--- config.mk ---
export PLATFORM = sky130hd
export DESIGN_NAME = fetch_loop_buf
export DESIGN_NICKNAME = d
export VERILOG_FILES = /design/src/rtl/lbuf_pkg.sv /design/src/rtl/lbuf_store.sv /design/src/rtl/lbuf_ctrl.sv /design/src/rtl/fetch_loop_buf.sv
export SDC_FILE = /design/constraint.sdc
export NUM_CORES = 1
export LEC_CHECK = 0
export ABC_CLOCK_PERIOD_IN_PS = 7700
export BUFFER_PORTS_ARGS = -buffer_cell sky130_fd_sc_hd__buf_2
export CORE_MARGIN = 1.5
export CORE_UTILIZATION = 30
export CTS_BUF_LIST = sky130_fd_sc_hd__clkbuf_8 sky130_fd_sc_hd__clkbuf_16
export DETAILED_ROUTE_END_ITERATION = 12
export SLEW_MARGIN = 20
export SYNTH_ARGS = -nofsm -noshare
export SYNTH_HDL_FRONTEND = slang
export SYNTH_SLANG_ARGS = --single-unit
--- constraint.sdc ---
create_clock -name clk -period 7.7 [get_ports clk]
set_input_delay 1.155 -clock clk [delete_from_list [all_inputs] [get_ports clk]]
set_output_delay 1.155 -clock clk [all_outputs]
set_load 0.005 [all_outputs]
--- src/rtl/lbuf_pkg.sv ---
package lbuf_pkg;
  typedef enum logic [1:0] {
    LB_IDLE = 2'd0,
    LB_SEND = 2'd1,
    LB_WAIT = 2'd2
  } lb_state_e;
endpackage

--- src/rtl/lbuf_store.sv ---
module lbuf_store #(
  parameter int N  = 8,
  parameter int AW = 32,
  parameter int DW = 32
) (
  input  logic          clk,
  input  logic          rst_n,
  input  logic          flush,
  input  logic [AW-1:0] look_addr,
  output logic          look_hit,
  output logic [DW-1:0] look_data,
  input  logic          wr_en,
  input  logic [AW-1:0] wr_addr,
  input  logic [DW-1:0] wr_data
);
  localparam int PW = (N > 1) ? $clog2(N) : 1;
  localparam logic [PW-1:0] LAST = PW'(N - 1);

  logic [N-1:0]  ent_v;
  logic [AW-1:0] ent_tag  [N];
  logic [DW-1:0] ent_word [N];
  logic [N-1:0]  ent_match;
  logic [PW-1:0] wr_ptr;
  logic [PW-1:0] sel;

  // One slot per generate iteration: storage and comparator
  for (genvar g = 0; g < N; g++) begin : g_slot
    always_ff @(posedge clk or negedge rst_n) begin
      if (!rst_n) begin
        ent_v[g]    <= 1'b0;
        ent_tag[g]  <= '0;
        ent_word[g] <= '0;
      end else if (flush) begin
        ent_v[g] <= 1'b0;
      end else if (wr_en && wr_ptr == PW'(g)) begin
        ent_v[g]    <= 1'b1;
        ent_tag[g]  <= wr_addr;
        ent_word[g] <= wr_data;
      end
    end
    assign ent_match[g] = ent_v[g] && (ent_tag[g] == look_addr);
  end

  // Rotation pointer: restarts at slot 0 on flush
  always_ff @(posedge clk or negedge rst_n) begin
    if (!rst_n)     wr_ptr <= '0;
    else if (flush) wr_ptr <= '0;
    else if (wr_en) wr_ptr <= (wr_ptr == LAST) ? '0 : wr_ptr + 1'b1;
  end

  // Search newest-first: the slot just before wr_ptr was written last
  always_comb begin
    look_hit = 1'b0;
    sel      = '0;
    for (int i = 0; i < N; i++) begin
      int j;
      j = (int'(wr_ptr) + N - 1 - i) % N;
      if (!look_hit && ent_match[j]) begin
        look_hit = 1'b1;
        sel      = PW'(j);
      end
    end
  end

  assign look_data = ent_word[sel];
endmodule

--- src/rtl/lbuf_ctrl.sv ---
module lbuf_ctrl
  import lbuf_pkg::*;
#(
  parameter int AW = 32
) (
  input  logic          clk,
  input  logic          rst_n,
  input  logic          fetch_req_valid,
  output logic          fetch_req_ready,
  input  logic [AW-1:0] fetch_req_addr,
  output logic          fetch_rsp_valid,
  input  logic          fetch_rsp_ready,
  input  logic          look_hit,
  output logic          from_mem,
  output logic          mem_req_valid,
  input  logic          mem_req_ready,
  output logic [AW-1:0] mem_req_addr,
  input  logic          mem_rsp_valid,
  output logic          mem_rsp_ready,
  output logic          fill_en,
  output logic [AW-1:0] fill_addr
);
  lb_state_e     state, state_nx;
  logic [AW-1:0] miss_addr;
  logic          miss_take;

  always_comb begin
    state_nx        = state;
    fetch_req_ready = 1'b0;
    fetch_rsp_valid = 1'b0;
    mem_req_valid   = 1'b0;
    mem_rsp_ready   = 1'b0;
    from_mem        = 1'b0;
    fill_en         = 1'b0;
    miss_take       = 1'b0;
    unique case (state)
      LB_IDLE: begin
        if (fetch_req_valid && look_hit) begin
          fetch_rsp_valid = 1'b1;
          fetch_req_ready = fetch_rsp_ready;
        end else begin
          fetch_req_ready = 1'b1;
          if (fetch_req_valid) begin
            miss_take = 1'b1;
            state_nx  = LB_SEND;
          end
        end
      end
      LB_SEND: begin
        mem_req_valid = 1'b1;
        if (mem_req_ready) state_nx = LB_WAIT;
      end
      LB_WAIT: begin
        from_mem        = 1'b1;
        fetch_rsp_valid = mem_rsp_valid;
        mem_rsp_ready   = fetch_rsp_ready;
        if (mem_rsp_valid && fetch_rsp_ready) begin
          fill_en  = 1'b1;
          state_nx = LB_IDLE;
        end
      end
      default: state_nx = LB_IDLE;
    endcase
  end

  always_ff @(posedge clk or negedge rst_n) begin
    if (!rst_n) begin
      state     <= LB_IDLE;
      miss_addr <= '0;
    end else begin
      state <= state_nx;
      if (miss_take) miss_addr <= fetch_req_addr;
    end
  end

  assign mem_req_addr = miss_addr;
  assign fill_addr    = miss_addr;
endmodule

--- src/rtl/fetch_loop_buf.sv ---
module fetch_loop_buf #(
  parameter int N  = 8,
  parameter int AW = 32,
  parameter int DW = 32
) (
  input  logic          clk,
  input  logic          rst_n,
  input  logic          flush,
  input  logic          fetch_req_valid,
  output logic          fetch_req_ready,
  input  logic [AW-1:0] fetch_req_addr,
  output logic          fetch_rsp_valid,
  input  logic          fetch_rsp_ready,
  output logic [DW-1:0] fetch_rsp_data,
  output logic          mem_req_valid,
  input  logic          mem_req_ready,
  output logic [AW-1:0] mem_req_addr,
  input  logic          mem_rsp_valid,
  output logic          mem_rsp_ready,
  input  logic [DW-1:0] mem_rsp_data
);
  logic          look_hit;
  logic [DW-1:0] look_data;
  logic          from_mem;
  logic          fill_en;
  logic [AW-1:0] fill_addr;

  lbuf_store #(.N(N), .AW(AW), .DW(DW)) store_i (
    .clk       (clk),
    .rst_n     (rst_n),
    .flush     (flush),
    .look_addr (fetch_req_addr),
    .look_hit  (look_hit),
    .look_data (look_data),
    .wr_en     (fill_en),
    .wr_addr   (fill_addr),
    .wr_data   (mem_rsp_data)
  );

  lbuf_ctrl #(.AW(AW)) ctrl_i (
    .clk             (clk),
    .rst_n           (rst_n),
    .fetch_req_valid (fetch_req_valid),
    .fetch_req_ready (fetch_req_ready),
    .fetch_req_addr  (fetch_req_addr),
    .fetch_rsp_valid (fetch_rsp_valid),
    .fetch_rsp_ready (fetch_rsp_ready),
    .look_hit        (look_hit),
    .from_mem        (from_mem),
    .mem_req_valid   (mem_req_valid),
    .mem_req_ready   (mem_req_ready),
    .mem_req_addr    (mem_req_addr),
    .mem_rsp_valid   (mem_rsp_valid),
    .mem_rsp_ready   (mem_rsp_ready),
    .fill_en         (fill_en),
    .fill_addr       (fill_addr)
  );

  assign fetch_rsp_data = from_mem ? mem_rsp_data : look_data;
endmodule

# Yosys cells after proc, flatten, opt, wreduce, memory -nomap -nowiden
# Index checks and enable logic that the tools add are counted.
dict set report totals {
  register_bits 557
  input_bits 71
  output_inout_bits 68
  word_cells 217
}
dict set report classes {
  add_sub_neg 10
  magnitude_cmp 9
  n_eq_ne 21
  n_mux 80
  n_bitwise 10
  reduce_logical 60
}
# op count
set ops {}
lappend ops {{$eq 32x32->1} 8}
lappend ops {{$sub 32x4->32 const B} 4}
lappend ops {{$bmux 32 s3} 1}
lappend ops {{$mux 32} 3}
lappend ops {{$sub 32x2->32 const B} 2}
lappend ops {{$sub 32x3->32 const B} 2}
lappend ops {{$mux 1} 51}
lappend ops {{$lt 4x5->1 const B} 8}
lappend ops {{$mux 3} 11}
lappend ops {{$logic_and 1x1->1} 25}
lappend ops {{$bmux 1 s3} 8}
lappend ops {{$reduce_or 3->1} 8}
lappend ops {{$reduce_bool 2->1} 9}
lappend ops {{$reduce_and 2->1} 8}
lappend ops {{$eq 3x3->1 const B} 4}
lappend ops {{$and 1x1->1} 8}
lappend ops {{$mux 2} 4}
lappend ops {{$logic_not 1->1} 7}
lappend ops {{$eq 3x2->1 const B} 2}
lappend ops {{$ne 2x2->1 const B} 3}
lappend ops {{$pmux 2 s3} 1}
lappend ops {{$add 3x4->5 const B} 1}
lappend ops {{$ge 4x4->1 const B} 1}
lappend ops {{$not 3->4} 1}
lappend ops {{other kinds (10)} 10}

# Depth between registers and ports, before layout
# Gate-level depths: netlist of run 1.
dict set report depth {
  depth_word 34
  ltp_mapped 21
  ltp_nobuf 14
}

# Modules after synthesis
# Synthesis of run 1 repeated with hierarchy kept, for this count alone.
dict set report unflattened {
  cells_unflattened 2253
  hier_area_um2 29155.5
}
# module instances cells_per_inst area_per_inst_um2 seq_area_each_um2
set by_module_without_submodules {}
lappend by_module_without_submodules {lbuf_store 1 2101 27014.7 13087.6}
lappend by_module_without_submodules {lbuf_ctrl 1 116 1596.5 850.8}
lappend by_module_without_submodules {fetch_loop_buf 1 36 544.3 0.0}

# Worst setup path before layout of run 1
# OpenSTA, ideal clock, no wires.
dict set report synth_path {
  kind {register to output}
  start {reg store_i.wr_ptr[0]}
  end {out fetch_rsp_data[0]}
  t_arrival_ns 4.779
  required_ns 6.545
  slack_ns 1.766
  stages_incl_launch_ff 17
  n_path_buf 5
  path_cell_list {dfrtp_1 -> clkinv_1 -> clkbuf_1 -> clkbuf_1 -> ha_1 -> clkbuf_1 -> inv_1 -> buf_2 -> mux2_4 -> mux4_2 -> or3b_1 -> or4_4 -> or4b_4 -> nand4_4 -> buf_12 -> o22ai_2 -> o31ai_2}
}
dict set report synth_via {
  elab_chain_cells 32
  elab_cells_between_ends 67
  classes_between {add/sub: 9; mux: 43; bitwise: 1; reduce/logical: 14}
}
# element line_no
set synth_rtl {}
lappend synth_rtl {{from (decl)} lbuf_store.sv:23} ;# logic [PW-1:0] wr_ptr;
lappend synth_rtl {{from (signal assigned)} lbuf_store.sv:48} ;# else if (wr_en) wr_ptr <= (wr_ptr == LAST) ? '0 : wr_ptr + 1'b1;
lappend synth_rtl {{$add 3x4->5 *} lbuf_store.sv:57} ;# j = (int'(wr_ptr) + N - 1 - i) % N;
lappend synth_rtl {{$sub 32x2->32 *} lbuf_store.sv:57}
lappend synth_rtl {{parallel branches: the longest is 24 deep, another holds $sub 32x2->32} --}
lappend synth_rtl {{$mux 3 *} lbuf_store.sv:58} ;# if (!look_hit && ent_match[j]) begin
lappend synth_rtl {{$not 3->4 (not written as such) *} lbuf_store.sv:65} ;# assign look_data = ent_word[sel];
lappend synth_rtl {{$bmux 32 s3 *} lbuf_store.sv:65}
lappend synth_rtl {{$mux 32 (not written as such) * (2 in series)} lbuf_store.sv:65}
lappend synth_rtl {{$mux 32 *} fetch_loop_buf.sv:59} ;# assign fetch_rsp_data = from_mem ? mem_rsp_data : look_data;
lappend synth_rtl {{to (decl)} fetch_loop_buf.sv:14} ;# output logic [DW-1:0] fetch_rsp_data,
# Every way passes the cells marked *. The select of a mux whose other input is x is not followed.

# Final worst setup path of run 1
dict set report layout_path {
  start {in fetch_req_addr[21]}
  end {out fetch_rsp_data[16]}
}
dict set report layout_via {
  elab_chain_cells 32
  elab_cells_between_ends 74
  classes_between {eq/ne: 8; mux: 43; bitwise: 1; reduce/logical: 22}
}
# element line_no
set layout_rtl {}
lappend layout_rtl {{from (decl)} fetch_loop_buf.sv:11} ;# input logic [AW-1:0] fetch_req_addr,
lappend layout_rtl {{$eq 32x32->1} lbuf_store.sv:41} ;# assign ent_match[g] = ent_v[g] && (ent_tag[g] == look_addr);
lappend layout_rtl {{$logic_and 1x1->1} lbuf_store.sv:41}
lappend layout_rtl {{$bmux 1 s3} lbuf_store.sv:58}
lappend layout_rtl {{$mux 1 (not written as such) (2 in series)} lbuf_store.sv:58}
lappend layout_rtl {{$mux 1} lbuf_store.sv:58}
lappend layout_rtl {{$logic_not 1->1} lbuf_store.sv:58}
lappend layout_rtl {{$logic_and 1x1->1} lbuf_store.sv:58}
lappend layout_rtl {{$mux 1} lbuf_store.sv:58}
lappend layout_rtl {{[14 not listed]} --}
lappend layout_rtl {{$mux 1} lbuf_store.sv:58}
lappend layout_rtl {{$logic_not 1->1} lbuf_store.sv:58}
lappend layout_rtl {{$logic_and 1x1->1} lbuf_store.sv:58}
lappend layout_rtl {{$mux 3 *} lbuf_store.sv:58}
lappend layout_rtl {{$not 3->4 (not written as such) *} lbuf_store.sv:65}
lappend layout_rtl {{$bmux 32 s3 *} lbuf_store.sv:65}
lappend layout_rtl {{$mux 32 (not written as such) * (2 in series)} lbuf_store.sv:65}
lappend layout_rtl {{$mux 32 *} fetch_loop_buf.sv:59}
# Mark *: on every way between the ends. The rest lies on a longest branch, timed or not. The select of a mux whose other input is x is not followed.

==> flow_summary.toml, run 1 <==
[timing]
relSlewSlack_pct = 34.4
fmax_ghz = 0.134
whs_ns = 0.497
finClkSkew_ns = 0.0333
max_slew.worst_pin.slew_ns = 0.983
finalSetupViolations = 0
tns_ns = 0
finalCritPeriodShare_pct = 97.0
timing.final.crit_period_ns = 7.47
hold_viol = 0
slew_violations = 0
grt_setup_unrepaired = "false"

[clock_tree]
clock-sinks = 557
ctsHoldBuffers = 0
cts_buffers = 59
ctsRootBufferMaster = "clkbuf_16"
htree_levels = 2
clkTransAtPathRegs_ns = 0.06
worstSkewPairLatency_ns = 0.64
post-cts-setup-buffers = 0
clk_path_buf_depth = 3
cts_tree = "built"

[logic_synthesis]
synth-simple-area-share_pct = 7.10
synthArstFlopShare_pct = 100
synth_seq_cells = 557
synthMuxAreaShare_pct = 26.7
yosys.area_share.xor_xnor_pct = 7.97
yosys_warnings = 0
yosys.area.top_type = "dfrtp_1"
seq_area_frac_synth_pct = 48.0
yosysTopAreaCellShare_pct = 48.0
syn_avg_cell_area_um2 = 12.9
synth_edf_count = 0
synthesis.area_um2 = 29000
synth.area.top_cells = "dfrtp_1 (48%), mux2_2 (24%), xnor2_1 (6.9%)"
synthAdderAreaFrac_pct = 0.345
ys.flop_type = "dfrtp_1"
synth-compound-area-share_pct = 6.64
synth_cell_types = 95
synthCells = 2252
synth_top_family_by_area = "multiplexers"
synth_fp_nets = 2331

[setup_path]
crit_required_ns = 6.55
end_kind = "output pin"
rr_worst_depth = 14
r2r_setup_slack_ns = 2.49
reg2reg_from = "store_i.wr_ptr[0]$_DFFE_PN0P_"
startpoint_type = "input port"
crit_start = "fetch_req_addr[21]"
worst_ep_arrival_time_ns = 6.32
crit_fanout = 14
cp_slowest_cell = "a2111oi_1"
max_stage_delay_ns = 0.71
path_cells = "buf_2 -> xnor2_1 -> nand4_1 -> nor4_2 -> nand4_1 -> mux2i_2 -> nor3_1 -> a2111oi_1 -> or4_4 -> o21ai_1 -> a21boi_4 -> and2b_2 -> buf_4 -> a22o_1 -> o31ai_2 -> buf_2"
path_class = "in2out"
regToRegEndpoint = "ctrl_i.fill_addr[1]$_DFFE_PN0P_"

[grt]
grt_pass1_vias = 19300
grt_overflow = 0
antenna_found_initial = 9
grt_max_degree = 126
grt_pass1_wl_mm = 133
grt_use_total_pct = 17.8

[run_status]
outcome = "finished, final reports clean"

[hold_path]
min_path_cells = 1
worst_hold_path_type = "reg2reg"
hold_start = "store_i.ent_v[1]$_DFFE_PN0P_"
min_to = "store_i.ent_v[1]$_DFFE_PN0P_"

[detailed_routing]
vias = 19000
wirelength_mm = 88.1
drc = 0
dr.first_iter.drc_count = 1559
vias_per_cell = 5.18
ant_nets = 0
wl_per_cell_um = 24.0
first_pass_iters = 5

[placement]
placed_cells = 3562
io_buffers = 138
dp_hpwl_mm = 60.4
gp_congestion = 0.973
placed_cell_area_um2 = 31000

[final_layout]
nets = 2437
final_cell_mix = "mux2_2 (606), dfrtp_1 (557), xnor2_1 (227)"
finalNonFillerCells = 3674
postLayoutCellArea_um2 = 33200
drive_above_1_share_pct = 42.1
final_common_cell = "mux2_2"
utilization_pct = 34.8
area_growth_pct = 14.3

[flow_run]
drv_cap = 0

[die]
die_w_um = 314
start_util_pct = 30.4
num_rows = 113
die_h_um = 314
ioPinCount = 139
dieArea_um2 = 98700
coreArea_um2 = 95400

[pwr]
powerDensity_nw_per_um2 = 286
peakVddDrop_mv = 0.230
power_leakage_nw = 14.9
## worst max path at each step
stage | cells after the start | slack (ns) | endpoint
floorplan | 16 | 1.77 | fetch_rsp_data[0]
global placement | 16 | 0.32 | fetch_rsp_data[27]
detailed placement | 16 | 0.29 | fetch_rsp_data[22]
CTS | 16 | 0.26 | fetch_rsp_data[22]
global route | 16 | 0.02 | fetch_rsp_data[24]
finish | 16 | 0.23 | fetch_rsp_data[16]
## stage by stage
| stage | power [W] | worst slack (ns) |
|---|---|---|
| final | 0.00949 | 0.229 |
| after global routing | 0.00993 | 0.0226 |
| after CTS | 0.00960 | 0.262 |
| after detailed placement | 0.00643 | 0.288 |
| after global placement | 0.00641 | 0.319 |
| after floorplan | 0.00534 | 1.77 |
## Yosys cell counts (24+ instances only)
| library cell | instances |
|---|---|
| xnor2_1 | 228 |
| nand3_1 | 27 |
| xor2_1 | 27 |
| a22o_1 | 32 |
| nor2_1 | 41 |
| nand4_1 | 101 |
| clkbuf_1 | 77 |
| o22ai_2 | 30 |
| nand2_1 | 84 |
| mux2i_1 | 70 |
| dfrtp_1 | 557 |
| mux2_2 | 606 |
| nor3_1 | 24 |
| o31ai_2 | 30 |
## flip-flops by register name, summed over array words and instances, names as in the netlist
register / flops
store_i.ent_v: 8
ctrl_i.fill_addr: 32
store_i.ent_tag: 256
store_i.wr_ptr: 3
ctrl_i.state: 2
store_i.ent_word: 256
## critical path: cells and delay by family
| family | cells | cell delay (ns) |
|---|---|---|
| AND/OR/NAND/NOR | 6 | 2.15 |
| AO/OA/AOI/OAI | 5 | 1.40 |
| buffers and inverters | 3 | 0.69 |
| multiplexers | 1 | 0.47 |
| XOR/XNOR | 1 | 0.43 |
## layer usage
layer  wire length [µm]  up-vias  GRT usage, %  share of wire, %
met5                 96        -             0              0.11
met4               2440       14          5.08               2.8
met3               5280      137          3.24               6.0
met2              40500      530          28.1                46
met1              39700     9881          24.8                45
li1                   -     8461             -                 -
## repair_timing
| item | CTS | global route |
|---|---|---|
| endpoints found under the setup margin | 0 | 12 |
| hold endpoints to repair | 0 | 0 |
| gates resized for setup | 0 | 2 |
## where the power goes
| group | internal [W] | switching, W |
|---|---|---|
| sequential | 0.00322 | 0.000417 |
| clock | 0.00190 | 0.00125 |
| combinational | 0.00130 | 0.00141 |
| total | 0.00642 | 0.00307 |
## cells by family after synthesis
| group | count (synthesis) |
|---|---|
| AO/OA/AOI/OAI | 211 |
| XOR/XNOR | 260 |
| adder cells (fa/ha/maj) | 8 |
| buffers and inverters | 162 |
| flip-flops | 557 |
| multiplexers | 687 |
| AND/OR/NAND/NOR | 367 |
## area by class of cell
cell class	instances	area, µm²
antenna	2	5.00
inverter	16	60.1
fill	9414	62200
clock buffer	74	1710
sequential	557	13900
clock inverter	36	449
multi-input combinational	1533	14200
timing repair buffer	191	1200
tap	1265	1580
(Power assumes the default switching activity.)
==> inputs of run 2 (changes only) <==
Settings changed: SYNTH_HIERARCHICAL set to 1.
==> run 2 against run 1 <==
Worst setup slack better by 0.044 ns. Clock power is 4% higher. Maximum frequency grew 0.59%. Power up 3.4%. Via count grew 1.0%. Cell count grew 0.79%. Non-clock buffer count is 29 higher.
==> flow_summary.toml, run 2 <==
[setup_path]
path_cells = "buf_2 -> buf_4 -> xor2_1 -> or4b_1 -> nor4_1 -> nand3_1 -> mux2_2 -> mux4_2 -> and2_1 -> a211o_1 -> a222oi_1 -> buf_4 -> and3b_2 -> buf_4 -> a22o_1 -> nor2_1 -> mux2_4 -> buf_2"
crit_buf_inv = 5
r2r_setup_slack_ns = 2.65
max_stage_delay_ns = 0.54
worst_ep_arrival_time_ns = 6.27
regToRegEndpoint = "ctrl_i/fill_addr[31]$_DFFE_PN0P_"
cp_slowest_cell = "mux4_2"
cpMostUsedCell = "buf_4"
startpoint_type = "input port"
end_kind = "output pin"
crit_required_ns = 6.55
critPathTopFamily = "simple AND/OR/NAND/NOR gates"
reg2reg_from = "store_i/wr_ptr[0]$_DFFE_PN0P_"
rr_worst_depth = 13
crit_fanout = 11
path_class = "in2out"

[logic_synthesis]
netlist_top_cells_count = "dfrtp_1 (557), mux2_2 (550), xnor2_1 (172)"
synthCells = 2253
syn_avg_cell_area_um2 = 12.9
synthesis.area_um2 = 29200
yosysTopAreaCellShare_pct = 47.8
synth_most_common_cell = "dfrtp_1"
yosys.area.top_type = "dfrtp_1"
synth_seq_cells = 557
seq_area_frac_synth_pct = 47.8
synthArstFlopShare_pct = 100
synth_cell_types = 84
synth_fp_nets = 2332
synth_edf_count = 0
yosys_warnings = 6
synth.area.top_cells = "dfrtp_1 (48%), mux2_2 (21%), xnor2_1 (5.2%)"
ys.flop_type = "dfrtp_1"

[clock_tree]
worstSkewPairLatency_ns = 0.64
post-cts-setup-buffers = 0
clock-sinks = 557
cts_buffers = 69
ctsRootBufferMaster = "clkbuf_16"
clk_path_buf_depth = 3
ctsHoldBuffers = 0
htree_levels = 3
clkTransAtPathRegs_ns = 0.05
cts_tree = "built"
cts_resized = 0

[detailed_routing]
wl_per_cell_um = 23.8
vias = 19200
wirelength_mm = 88.1
dr.max_layer_used = "met5"
wl_met2_mm = 40.5
wl_met3_mm = 4.88
first_pass_iters = 5
vias_per_cell = 5.19
ant_nets = 0
wl_met1_mm = 39.0
drc = 0
dr.first_iter.drc_count = 1343

[timing]
timing.final.crit_period_ns = 7.43
max_slew.worst_pin.slew_ns = 1.06
hold_viol = 0
grt_setup_unrepaired = "false"
finalSetupViolations = 0
tns_ns = 0
relSlewSlack_pct = 29.1
slew_violations = 0
finalCritPeriodShare_pct = 96.5
finClkSkew_ns = 0.0298
whs_ns = 0.501
fmax_ghz = 0.135

[final_layout]
utilization_pct = 34.8
drive_above_1_share_pct = 39.3
area_growth_pct = 15.0
final_cell_mix = "dfrtp_1 (557), mux2_2 (550), xnor2_1 (172)"
final_common_cell = "dfrtp_1"
nets = 2451
antenna_cells = 0

[hold_path]
min_to = "store_i/ent_word[23]$_DFFE_PN0P_"
hold_start = "store_i/ent_word[23]$_DFFE_PN0P_"
worst_hold_path_type = "reg2reg"
min_path_cells = 1

[die]
coreArea_um2 = 96400
start_util_pct = 30.2
die_h_um = 315
die_w_um = 315
ioPinCount = 139
dieArea_um2 = 99100
num_rows = 114

[grt]
grt_use_total_pct = 17.7
grt_pass1_wl_mm = 131
grt_max_degree = 175
grt_pass1_vias = 19300
antenna_found_initial = 7
grt_overflow = 0

[run_status]
outcome = "finished, final reports clean"

[placement]
gp_congestion = 0.951
dp_hpwl_mm = 59.3
io_buffers = 138

[flow_run]
drv_cap = 0

[pwr]
peakVddDrop_mv = 0.263
powerDensity_nw_per_um2 = 293
power_leakage_nw = 16.2
[run 2: worst max-delay path by stage]
stage | start | to | slack, ns | depth (start not counted)
after floorplan | fetch_req_addr[29] | fetch_rsp_data[0] | 1.41 | 15
after global placement | fetch_req_addr[22] | fetch_rsp_data[26] | 0.41 | 17
after detailed placement | fetch_req_addr[22] | fetch_rsp_data[28] | 0.40 | 17
after CTS | fetch_req_addr[22] | fetch_rsp_data[28] | 0.38 | 17
after global routing | fetch_req_addr[9] | fetch_rsp_data[18] | 0.07 | 18
final | fetch_req_addr[9] | fetch_rsp_data[28] | 0.27 | 18
[run 2: metrics by stage]
stage               power (W)  instance area [µm²]  cells  setup WS [ns]
floorplan             0.00555                29200   2253           1.41
finish                0.00982                33500   3703          0.273
CTS                   0.00994                33500   3702          0.384
detailed placement    0.00662                31200   3576          0.404
global placement      0.00660                31200   3576          0.410
global route           0.0103                33500   3703         0.0685
[run 2: layout make-up]
cell class                 instances  area, µm²
fill                            9599      62900
sequential                       557      13900
clock inverter                    44        394
inverter                          17       63.8
tap                             1276       1600
multi-input combinational       1507      14100
timing repair buffer             220       1500
clock buffer                      82       1920
[run 2: kinds of logic (layout without fill, tap and decap cells)]
group | count (synthesis) | in the layout | synth area share [%]
buf+inv | 189 | 363 | 4.06
xor+xnor | 258 | 258 | 7.96
fa+ha+maj | 8 | 8 | 0.343
mux | 734 | 734 | 28.6
flops | 557 | 557 | 47.8
simple gates | 346 | 346 | 7.09
compound gates | 161 | 161 | 4.18
[run 2: report_power, final]
part	leakage [nW]	total [W]	switching [W]	internal [W]
combinational	7.40	0.00279	0.00134	0.00145
clock	1.21	0.00328	0.00135	0.00193
sequential	7.63	0.00375	0.000503	0.00325
total	16.2	0.00982	0.00319	0.00663
[run 2: metal layers]
layer / up-vias / GRT usage [%]
met5: - / 0
met2: 645 / 28.0
met4: 2 / 7.47
met1: 9941 / 24.2
met3: 161 / 2.73
li1: 8467 / -
